`config.mk`:
```
export PLATFORM = sky130hd
export DESIGN_NAME = dual_result_alu
export DESIGN_NICKNAME = d
export VERILOG_FILES = /design/src/rtl/dra_pkg.sv /design/src/rtl/dra_arith.sv /design/src/rtl/dra_bitwise.sv /design/src/rtl/dra_outsel.sv /design/src/rtl/dual_result_alu.sv
export SDC_FILE = /design/constraint.sdc
export NUM_CORES = 1
export LEC_CHECK = 0
export ABC_AREA = 0
export CORE_MARGIN = 3
export CORE_UTILIZATION = 60
export DETAILED_ROUTE_END_ITERATION = 6
export DONT_BUFFER_PORTS = 1
export GPL_ROUTABILITY_DRIVEN = 1
export PLACE_DENSITY = 0.76
export SLEW_MARGIN = 20
export SYNTH_ARGS = -nofsm -noshare
export SYNTH_HDL_FRONTEND = slang
export SYNTH_HIERARCHICAL = 1
export SYNTH_SLANG_ARGS = --single-unit
```
`constraint.sdc`:
```
create_clock -name vclk -period 5.3
set_clock_uncertainty 0.05 [all_clocks]
set_input_delay 0.265 -clock vclk [all_inputs]
set_output_delay 0.265 -clock vclk [all_outputs]
set_load 0.05 [all_outputs]
```
`src/rtl/dra_pkg.sv`:
```
package dra_pkg;

  typedef enum logic [3:0] {
    OP_ADD  = 4'd0,
    OP_SUB  = 4'd1,
    OP_MUL  = 4'd2,
    OP_MNMX = 4'd3,
    OP_ORX  = 4'd4,
    OP_NRA  = 4'd5,
    OP_INC  = 4'd6,
    OP_DEC  = 4'd7,
    OP_SHL  = 4'd8,
    OP_SHR  = 4'd9
  } dra_op_e;

  localparam int unsigned DRA_OP_W = 4;

endpackage

```
`src/rtl/dra_arith.sv`:
```
module dra_arith
  import dra_pkg::*;
#(
  parameter int unsigned W = 8
) (
  input  logic [DRA_OP_W-1:0] op,
  input  logic [W-1:0]        opa,
  input  logic [W-1:0]        opb,
  output logic                hit,
  output logic [W-1:0]        cand_lo,
  output logic [W-1:0]        cand_hi
);

  localparam int unsigned DW = 2 * W;

  logic [W-1:0]  add_plain;
  logic [W-1:0]  add_carry;
  logic [W-1:0]  sub_plain;
  logic [W-1:0]  sub_borrow;
  logic [DW-1:0] product;
  logic [DW-1:0] word_in;
  logic [DW-1:0] word_up;
  logic [DW-1:0] word_dn;
  logic          a_below;
  logic [W-1:0]  smaller;
  logic [W-1:0]  larger;

  // both carry variants are formed side by side; no carry chain between them
  always_comb begin
    add_plain  = opa + opb;
    add_carry  = opa + opb + W'(1);
    sub_plain  = opa - opb;
    sub_borrow = opa - opb - W'(1);
  end

  always_comb begin
    product = DW'(opa) * DW'(opb);
  end

  always_comb begin
    a_below = (opa < opb);
    smaller = a_below ? opa : opb;
    larger  = a_below ? opb : opa;
  end

  // word view: B is the high byte, A the low byte
  always_comb begin
    word_in = {opb, opa};
    word_up = word_in + DW'(1);
    word_dn = word_in - DW'(1);
  end

  always_comb begin
    hit     = 1'b1;
    cand_lo = '0;
    cand_hi = '0;
    case (op)
      OP_ADD: begin
        cand_lo = add_plain;
        cand_hi = add_carry;
      end
      OP_SUB: begin
        cand_lo = sub_plain;
        cand_hi = sub_borrow;
      end
      OP_MUL: begin
        cand_lo = product[W-1:0];
        cand_hi = product[DW-1:W];
      end
      OP_MNMX: begin
        cand_lo = smaller;
        cand_hi = larger;
      end
      OP_INC: begin
        cand_lo = word_up[W-1:0];
        cand_hi = word_up[DW-1:W];
      end
      OP_DEC: begin
        cand_lo = word_dn[W-1:0];
        cand_hi = word_dn[DW-1:W];
      end
      default: begin
        hit = 1'b0;
      end
    endcase
  end

endmodule

```
`src/rtl/dra_bitwise.sv`:
```
module dra_bitwise
  import dra_pkg::*;
#(
  parameter int unsigned W = 8
) (
  input  logic [DRA_OP_W-1:0] op,
  input  logic [W-1:0]        opa,
  input  logic [W-1:0]        opb,
  output logic                hit,
  output logic [W-1:0]        cand_lo,
  output logic [W-1:0]        cand_hi
);

  logic [W-1:0] v_or;
  logic [W-1:0] v_xor;
  logic [W-1:0] v_nor;
  logic [W-1:0] v_and;
  logic [W-1:0] shl_fill0;
  logic [W-1:0] shl_fill1;
  logic [W-1:0] shr_fill0;
  logic [W-1:0] shr_fill1;

  for (genvar i = 0; i < W; i++) begin : g_bit
    assign v_or[i]  = opa[i] | opb[i];
    assign v_xor[i] = opa[i] ^ opb[i];
    assign v_nor[i] = ~(opa[i] | opb[i]);
    assign v_and[i] = opa[i] & opb[i];
  end

  for (genvar i = 0; i < W; i++) begin : g_shift
    if (i == 0) begin : g_lsb
      assign shl_fill0[i] = 1'b0;
      assign shl_fill1[i] = 1'b1;
    end else begin : g_mid_l
      assign shl_fill0[i] = opa[i-1];
      assign shl_fill1[i] = opa[i-1];
    end
    if (i == W - 1) begin : g_msb
      assign shr_fill0[i] = 1'b0;
      assign shr_fill1[i] = 1'b1;
    end else begin : g_mid_r
      assign shr_fill0[i] = opa[i+1];
      assign shr_fill1[i] = opa[i+1];
    end
  end

  always_comb begin
    hit     = 1'b1;
    cand_lo = '0;
    cand_hi = '0;
    case (op)
      OP_ORX: begin
        cand_lo = v_or;
        cand_hi = v_xor;
      end
      OP_NRA: begin
        cand_lo = v_nor;
        cand_hi = v_and;
      end
      OP_SHL: begin
        cand_lo = shl_fill0;
        cand_hi = shl_fill1;
      end
      OP_SHR: begin
        cand_lo = shr_fill0;
        cand_hi = shr_fill1;
      end
      default: begin
        hit = 1'b0;
      end
    endcase
  end

endmodule

```
`src/rtl/dra_outsel.sv`:
```
module dra_outsel #(
  parameter int unsigned W = 8
) (
  input  logic          ar_hit,
  input  logic [W-1:0]  ar_lo,
  input  logic [W-1:0]  ar_hi,
  input  logic          bw_hit,
  input  logic [W-1:0]  bw_lo,
  input  logic [W-1:0]  bw_hi,
  input  logic          link,
  input  logic          pair_mode,
  output logic [2*W-1:0] res_pair,
  output logic [W-1:0]  res_sel
);

  logic [W-1:0] lo_m;
  logic [W-1:0] hi_m;

  // the two units never claim the same code; an unclaimed code yields zero
  always_comb begin
    lo_m = '0;
    hi_m = '0;
    if (ar_hit) begin
      lo_m = ar_lo;
      hi_m = ar_hi;
    end else if (bw_hit) begin
      lo_m = bw_lo;
      hi_m = bw_hi;
    end
  end

  always_comb begin
    res_sel = link ? hi_m : lo_m;
    if (pair_mode) begin
      res_pair = {hi_m, lo_m};
    end else begin
      res_pair = {{W{1'b0}}, res_sel};
    end
  end

endmodule

```
`src/rtl/dual_result_alu.sv`:
```
module dual_result_alu
  import dra_pkg::*;
#(
  parameter int unsigned W = 8
) (
  input  logic [DRA_OP_W-1:0] op,
  input  logic [W-1:0]        opa,
  input  logic [W-1:0]        opb,
  input  logic                link,
  input  logic                pair_mode,
  output logic [2*W-1:0]      res_pair,
  output logic [W-1:0]        res_sel
);

  logic         ar_hit;
  logic [W-1:0] ar_lo;
  logic [W-1:0] ar_hi;
  logic         bw_hit;
  logic [W-1:0] bw_lo;
  logic [W-1:0] bw_hi;

  dra_arith #(.W(W)) u_arith (
    .op      (op),
    .opa     (opa),
    .opb     (opb),
    .hit     (ar_hit),
    .cand_lo (ar_lo),
    .cand_hi (ar_hi)
  );

  dra_bitwise #(.W(W)) u_bitwise (
    .op      (op),
    .opa     (opa),
    .opb     (opb),
    .hit     (bw_hit),
    .cand_lo (bw_lo),
    .cand_hi (bw_hi)
  );

  dra_outsel #(.W(W)) u_outsel (
    .ar_hit    (ar_hit),
    .ar_lo     (ar_lo),
    .ar_hi     (ar_hi),
    .bw_hit    (bw_hit),
    .bw_lo     (bw_lo),
    .bw_hi     (bw_hi),
    .link      (link),
    .pair_mode (pair_mode),
    .res_pair  (res_pair),
    .res_sel   (res_sel)
  );

endmodule

```
Word level (Yosys, flattened, before mapping) --
Index checks and enable logic that the tools add are counted. Widths: inputs -> output; s select.
Storage, ports and cells: flip-flop bits (word level) 0, input port bits 22, output and inout port bits 24, word-level logic and storage cells 66
Cells by class: muxes and demuxes 14, $mul 1, reduce and logical (&&, ||, !) cells 3, equality and inequality tests 9, magnitude comparators 1, bitwise logic cells 32, $add $sub $neg 6
Operators with widths (number):
- $pmux 8 s6 | 2
- $pmux 8 s4 | 2
- $mux 8 | 7
- $add 16x1->16 const B | 1
- $eq 4x3->1 const B | 4
- $mul 8x8->16 | 1
- $mux 16 | 1
- $sub 16x1->16 const B | 1
- $add 8x1->8 const B | 1
- $add 8x8->8 | 1
- $and 1x1->1 | 8
- $eq 4x2->1 const B | 2
- $eq 4x4->1 const B | 2
- $lt 8x8->1 | 1
- $not 1->1 | 8
- $or 1x1->1 | 8
- $sub 8x1->8 const B | 1
- $sub 8x8->8 | 1
- $xor 1x1->1 | 8
- $reduce_or 6->1 | 1
- $eq 4x1->1 const B | 1
- $logic_not 4->1 | 1
- $reduce_or 4->1 | 1
- $mux 1 | 2

Depth between registers and ports, before layout --
depth in word-level cells 7, depth in mapped cells 21, gate-level depth less buffers 20

By module --
The synthesis kept the hierarchy.
Modules (own cells, without submodules):
- dra_arith | area an instance 4357.9 um2, cells each 587, times used 1
- dra_bitwise | area an instance 724.4 um2, cells each 106, times used 1
- dra_outsel | area an instance 416.6 um2, cells each 48, times used 1

Worst setup path after synthesis --
No wires, ideal clock.
path kind input to output, start input opa[3], end output res_sel[6], setup slack -0.188 ns, data required time 4.985 ns, arrival 5.173 ns, stages 19, cell sequence buf_2 > clkbuf_1 > and2_1 > fa_1 > fa_1 > fa_1 > inv_1 > fa_1 > inv_1 > ha_1 > a2111oi_0 > o21ai_0 > nand3_1 > o31ai_1 > xor2_1 > nand2_1 > o211ai_1 > a22oi_2 > mux2i_1
Between the ends: cells in the longest elaborated chain, start to end 5, elaborated cells on any way between the ends 15, those cells by class add/sub (6); mul (1); order compare (1); mux (7)
RTL lines:
- start, declared | line dual_result_alu.sv:7 | input logic [W-1:0] opa,
- branches (longest 2 deep; another with $mul 8x8->16)
- $pmux 8 s6 (*) | line dra_arith.sv:57 | case (op)
- via ar_hi[6] | line dual_result_alu.sv:17 | logic [W-1:0] ar_hi;
- $mux 8 (*) | line dra_outsel.sv:23 | if (ar_hit) begin
- $mux 8 (*) | line dra_outsel.sv:33 | res_sel = link ? hi_m : lo_m;
- end, declared | line dual_result_alu.sv:12 | output logic [W-1:0] res_sel
Mark *: on every way through the listed nets, which the timed path passes.

Worst setup path in the final report --
start input opb[7], end output res_pair[2]
Between the ends: cells in the longest elaborated chain, start to end 6, elaborated cells on any way between the ends 10, those cells by class mul (1); order compare (1); mux (8)
RTL lines:
- start, declared | line dual_result_alu.sv:8 | input logic [W-1:0] opb,
- branches (longest 2 deep; another with $mul 8x8->16)
- $pmux 8 s6 (*) | line dra_arith.sv:57
- via ar_hi[2] | line dual_result_alu.sv:17
- $mux 8 (*) | line dra_outsel.sv:23
- $mux 8 (*) | line dra_outsel.sv:33
- $mux 16 (*) | line dra_outsel.sv:34 | if (pair_mode) begin
- end, declared | line dual_result_alu.sv:11 | output logic [2*W-1:0] res_pair,
Marks and branches as above.

==> impl_metrics.env <==
export IMPL_io_pins=46
export IMPL_leakage_nw=2.58
export IMPL_final_period_utilization_pct=96.4
export IMPL_netlist_instances=741
export IMPL_slew_viol_final=0
export IMPL_whs_path_depth=2
export IMPL_first_global_vias=5432
export IMPL_syn2layout_area_growth_pct=4.64
export IMPL_fillCellCount=780
export IMPL_drt_first_pass_iters=5
export IMPL_arrival_ps=4790
export IMPL_totalWireLength_mm=18.4
export IMPL_clkbuf_count=0
export IMPL_p_comb_share_pct=100.0
export IMPL_nFlopsAndLatches=0
export IMPL_worst_slack_ps=192
export IMPL_ys_seq_area_share_pct=0
export IMPL_setup_viol=0
export IMPL_rows=34
export IMPL_period_minus_slack_ps=5110
export IMPL_start_util_pct=62.4
export IMPL_synth_fa_ha_area_share_pct=30.2
export IMPL_vias=5590
export IMPL_register_area_um2=0
export IMPL_start_kind="input port"
export IMPL_seqPwrFrac_pct=0
export IMPL_drtAntennaViolNets=0
export IMPL_synthesis_area_um2=5500
export IMPL_crit_family="adder cells"
export IMPL_grt_pass1_wl_mm=28.9
export IMPL_rsz0062_at_grt="yes"
export IMPL_final_net_count=859
export IMPL_numPortBuffers=0
export IMPL_p_clk_share_pct=0
export IMPL_grt_ovfl_total=0
export IMPL_pwr_density_cell_nw_per_um2=183
export IMPL_syn_avg_cell_area_um2=7.42
export IMPL_coreArea_um2=8810
export IMPL_crit_buf_inv=4
export IMPL_min_from="link"
export IMPL_drv_cap=0
export IMPL_p_int_w=0.000414
export IMPL_cpMostUsedCell="fa_1"
export IMPL_tns_ps=0
export IMPL_place_ws_ps=171
export IMPL_antenna_found_initial=0
export IMPL_grt_usage_pct=35.7
export IMPL_critPathRequiredTime_ps=4990
export IMPL_power_total_w=0.00105
export IMPL_grt_max_degree=71
export IMPL_yosys_warnings=6
export IMPL_ir_drop_uv=166
export IMPL_p_sw_share_pct=60.6
export IMPL_yosys_area_share_simple_pct=24.2
export IMPL_vias_per_cell=6.71
export IMPL_power_switching_w=0.000638
export IMPL_die_area_um2=10400
export IMPL_drtIter0Drc=635
export IMPL_min_to="res_sel[4]"
export IMPL_avgRoutedWirePerCell_um=22.1
export IMPL_die_w_um=102
export IMPL_yosysUniqueCellTypes=78
export IMPL_drc=0
export IMPL_hold_path_class="in2out"
export IMPL_worstSetupEndpointType="output pin"
export IMPL_diodes=0
export IMPL_hold_violations=0
export IMPL_drive_gt1_share_pct=9.93
export IMPL_crit_slowest_cell="fa_1"
export IMPL_maxSlewHeadroom_pct=50.4
export IMPL_synth_xor_area_share_pct=7.92
export IMPL_synth_net_count=873
export IMPL_die_h_um=102
export IMPL_status="complete, no violations"
export IMPL_crit_fanout=14
export IMPL_post_cts_setup_buffer_count=0
export IMPL_max_slew_worst_pin_slew_ps=737
export IMPL_synthMuxAreaShare_pct=6.83
export IMPL_synth_top_family_by_area="adder cells"
export IMPL_hpwl_mm=14.1
export IMPL_crit_type="in2out"
export IMPL_place_congestion=1.01
export IMPL_crit_chain="inv_1 -> nor2_1 -> fa_1 -> fa_1 -> fa_1 -> inv_1 -> fa_1 -> inv_1 -> ha_1 -> a2111oi_2 -> o21ai_1 -> nand2_1 -> xnor2_1 -> a221o_1 -> a22oi_1 -> mux2i_2 -> buf_4"
export IMPL_max_freq_mhz=196
export IMPL_cpPeakStageDelay_ps=550
export IMPL_synth_compound_area_share_pct=20.3
-- cell type report --
class | count | area (µm²) | share of cell area (%)
timing repair buffer | 31 | 308 | 5.35
inverter | 87 | 327 | 5.68
tap | 108 | 135 | 2.35
multi-input combinational | 607 | 4980 | 86.6
-- Yosys cell counts, types with 14 or more instances --
cell type / number / area share (%)
inv_1: 82 / 5.6
ha_1: 72 / 16
nand2_1: 49 / 3.3
nor2_1: 48 / 3.3
fa_1: 38 / 14
and2_1: 36 / 4.1
mux2i_1: 33 / 6.0
xnor2_1: 33 / 5.3
o21ai_0: 32 / 2.9
a21oi_1: 31 / 2.8
nand3_1: 29 / 2.6
clkbuf_1: 21 / 1.4
a22oi_1: 16 / 2.2
buf_2: 16 / 1.5
nor3_1: 14 / 1.3
nor4_1: 14 / 1.6
-- per-stage QoR --
stage,util [%],area [µm²],hold slack (ps),std cells
global route,65.3,5750,710,833
floorplan,-,5530,706,741
CTS,65.1,5730,702,833
global placement,65.1,5730,697,833
finish,65.3,5750,701,833
detailed placement,65.1,5730,702,833
-- how the worst max path moves through the flow --
stage	from	to	slack, ps	depth (start not counted)
2_1_floorplan	opa[2]	res_pair[15]	3	20
3_3_place_gp	opb[7]	res_pair[4]	240	19
3_5_place_dp	opb[4]	res_pair[7]	170	19
4_1_cts	opb[4]	res_pair[7]	150	19
5_1_grt	opb[7]	res_sel[6]	-0.4	19
6_report	opb[7]	res_pair[2]	190	17
-- placed cells by master, fill, tap and decap left out, types with 9 or more instances in the layout --
cell type  Yosys  routed
fa_1          38      38
o21ai_0       32      29
buf_4          4      25
nand3_1       29      29
nand2_1       49      49
nor3_1        14      14
and2_1        36      36
nor2_1        48      48
a31oi_1        9       9
nor4_1        14      13
a21oi_1       31      31
a22oi_1       16      15
xnor2_1       33      33
o211ai_1      10      10
inv_1         82      82
ha_1          72      72
a211oi_1      10       9
mux2i_1       33      25
nand2b_1      10      10
xor2_1        13      13
o22ai_1       10      10
nor2b_1       11       9
-- routing by layer --
| layer | GRT usage [%] | share of wire [%] |
|---|---|---|
| met1 | 48.9 | 41 |
| met2 | 59.4 | 47 |
| met4 | 10.6 | 3.5 |
| met5 | 0 | 0 |
| met3 | 3.37 | 9.1 |
-- repair_timing --
| action | 4_1_cts | 5_1_grt |
|---|---|---|
| endpoints found under the setup margin | 0 | 11 |
| resized for setup | 0 | 9 |
| hold buffers | 0 | 0 |
-- power groups by stage --
stage / Sequential, W / Clock [W] / Combinational (W)
floorplan: 0 / 0 / 0.000785
global placement: 0 / 0 / 0.000969
detailed placement: 0 / 0 / 0.000999
CTS: 0 / 0 / 0.00100
global route: 0 / 0 / 0.00115
finish: 0 / 0 / 0.00105
-- cells by family after synthesis --
logic type / after synthesis
AND/OR/NAND/NOR: 250
XOR/XNOR: 48
adder cells (fa/ha/maj): 110
AO/OA/AOI/OAI: 162
buffers and inverters: 134
multiplexers: 37
Note: power is estimated with default switching activity, not from simulation.
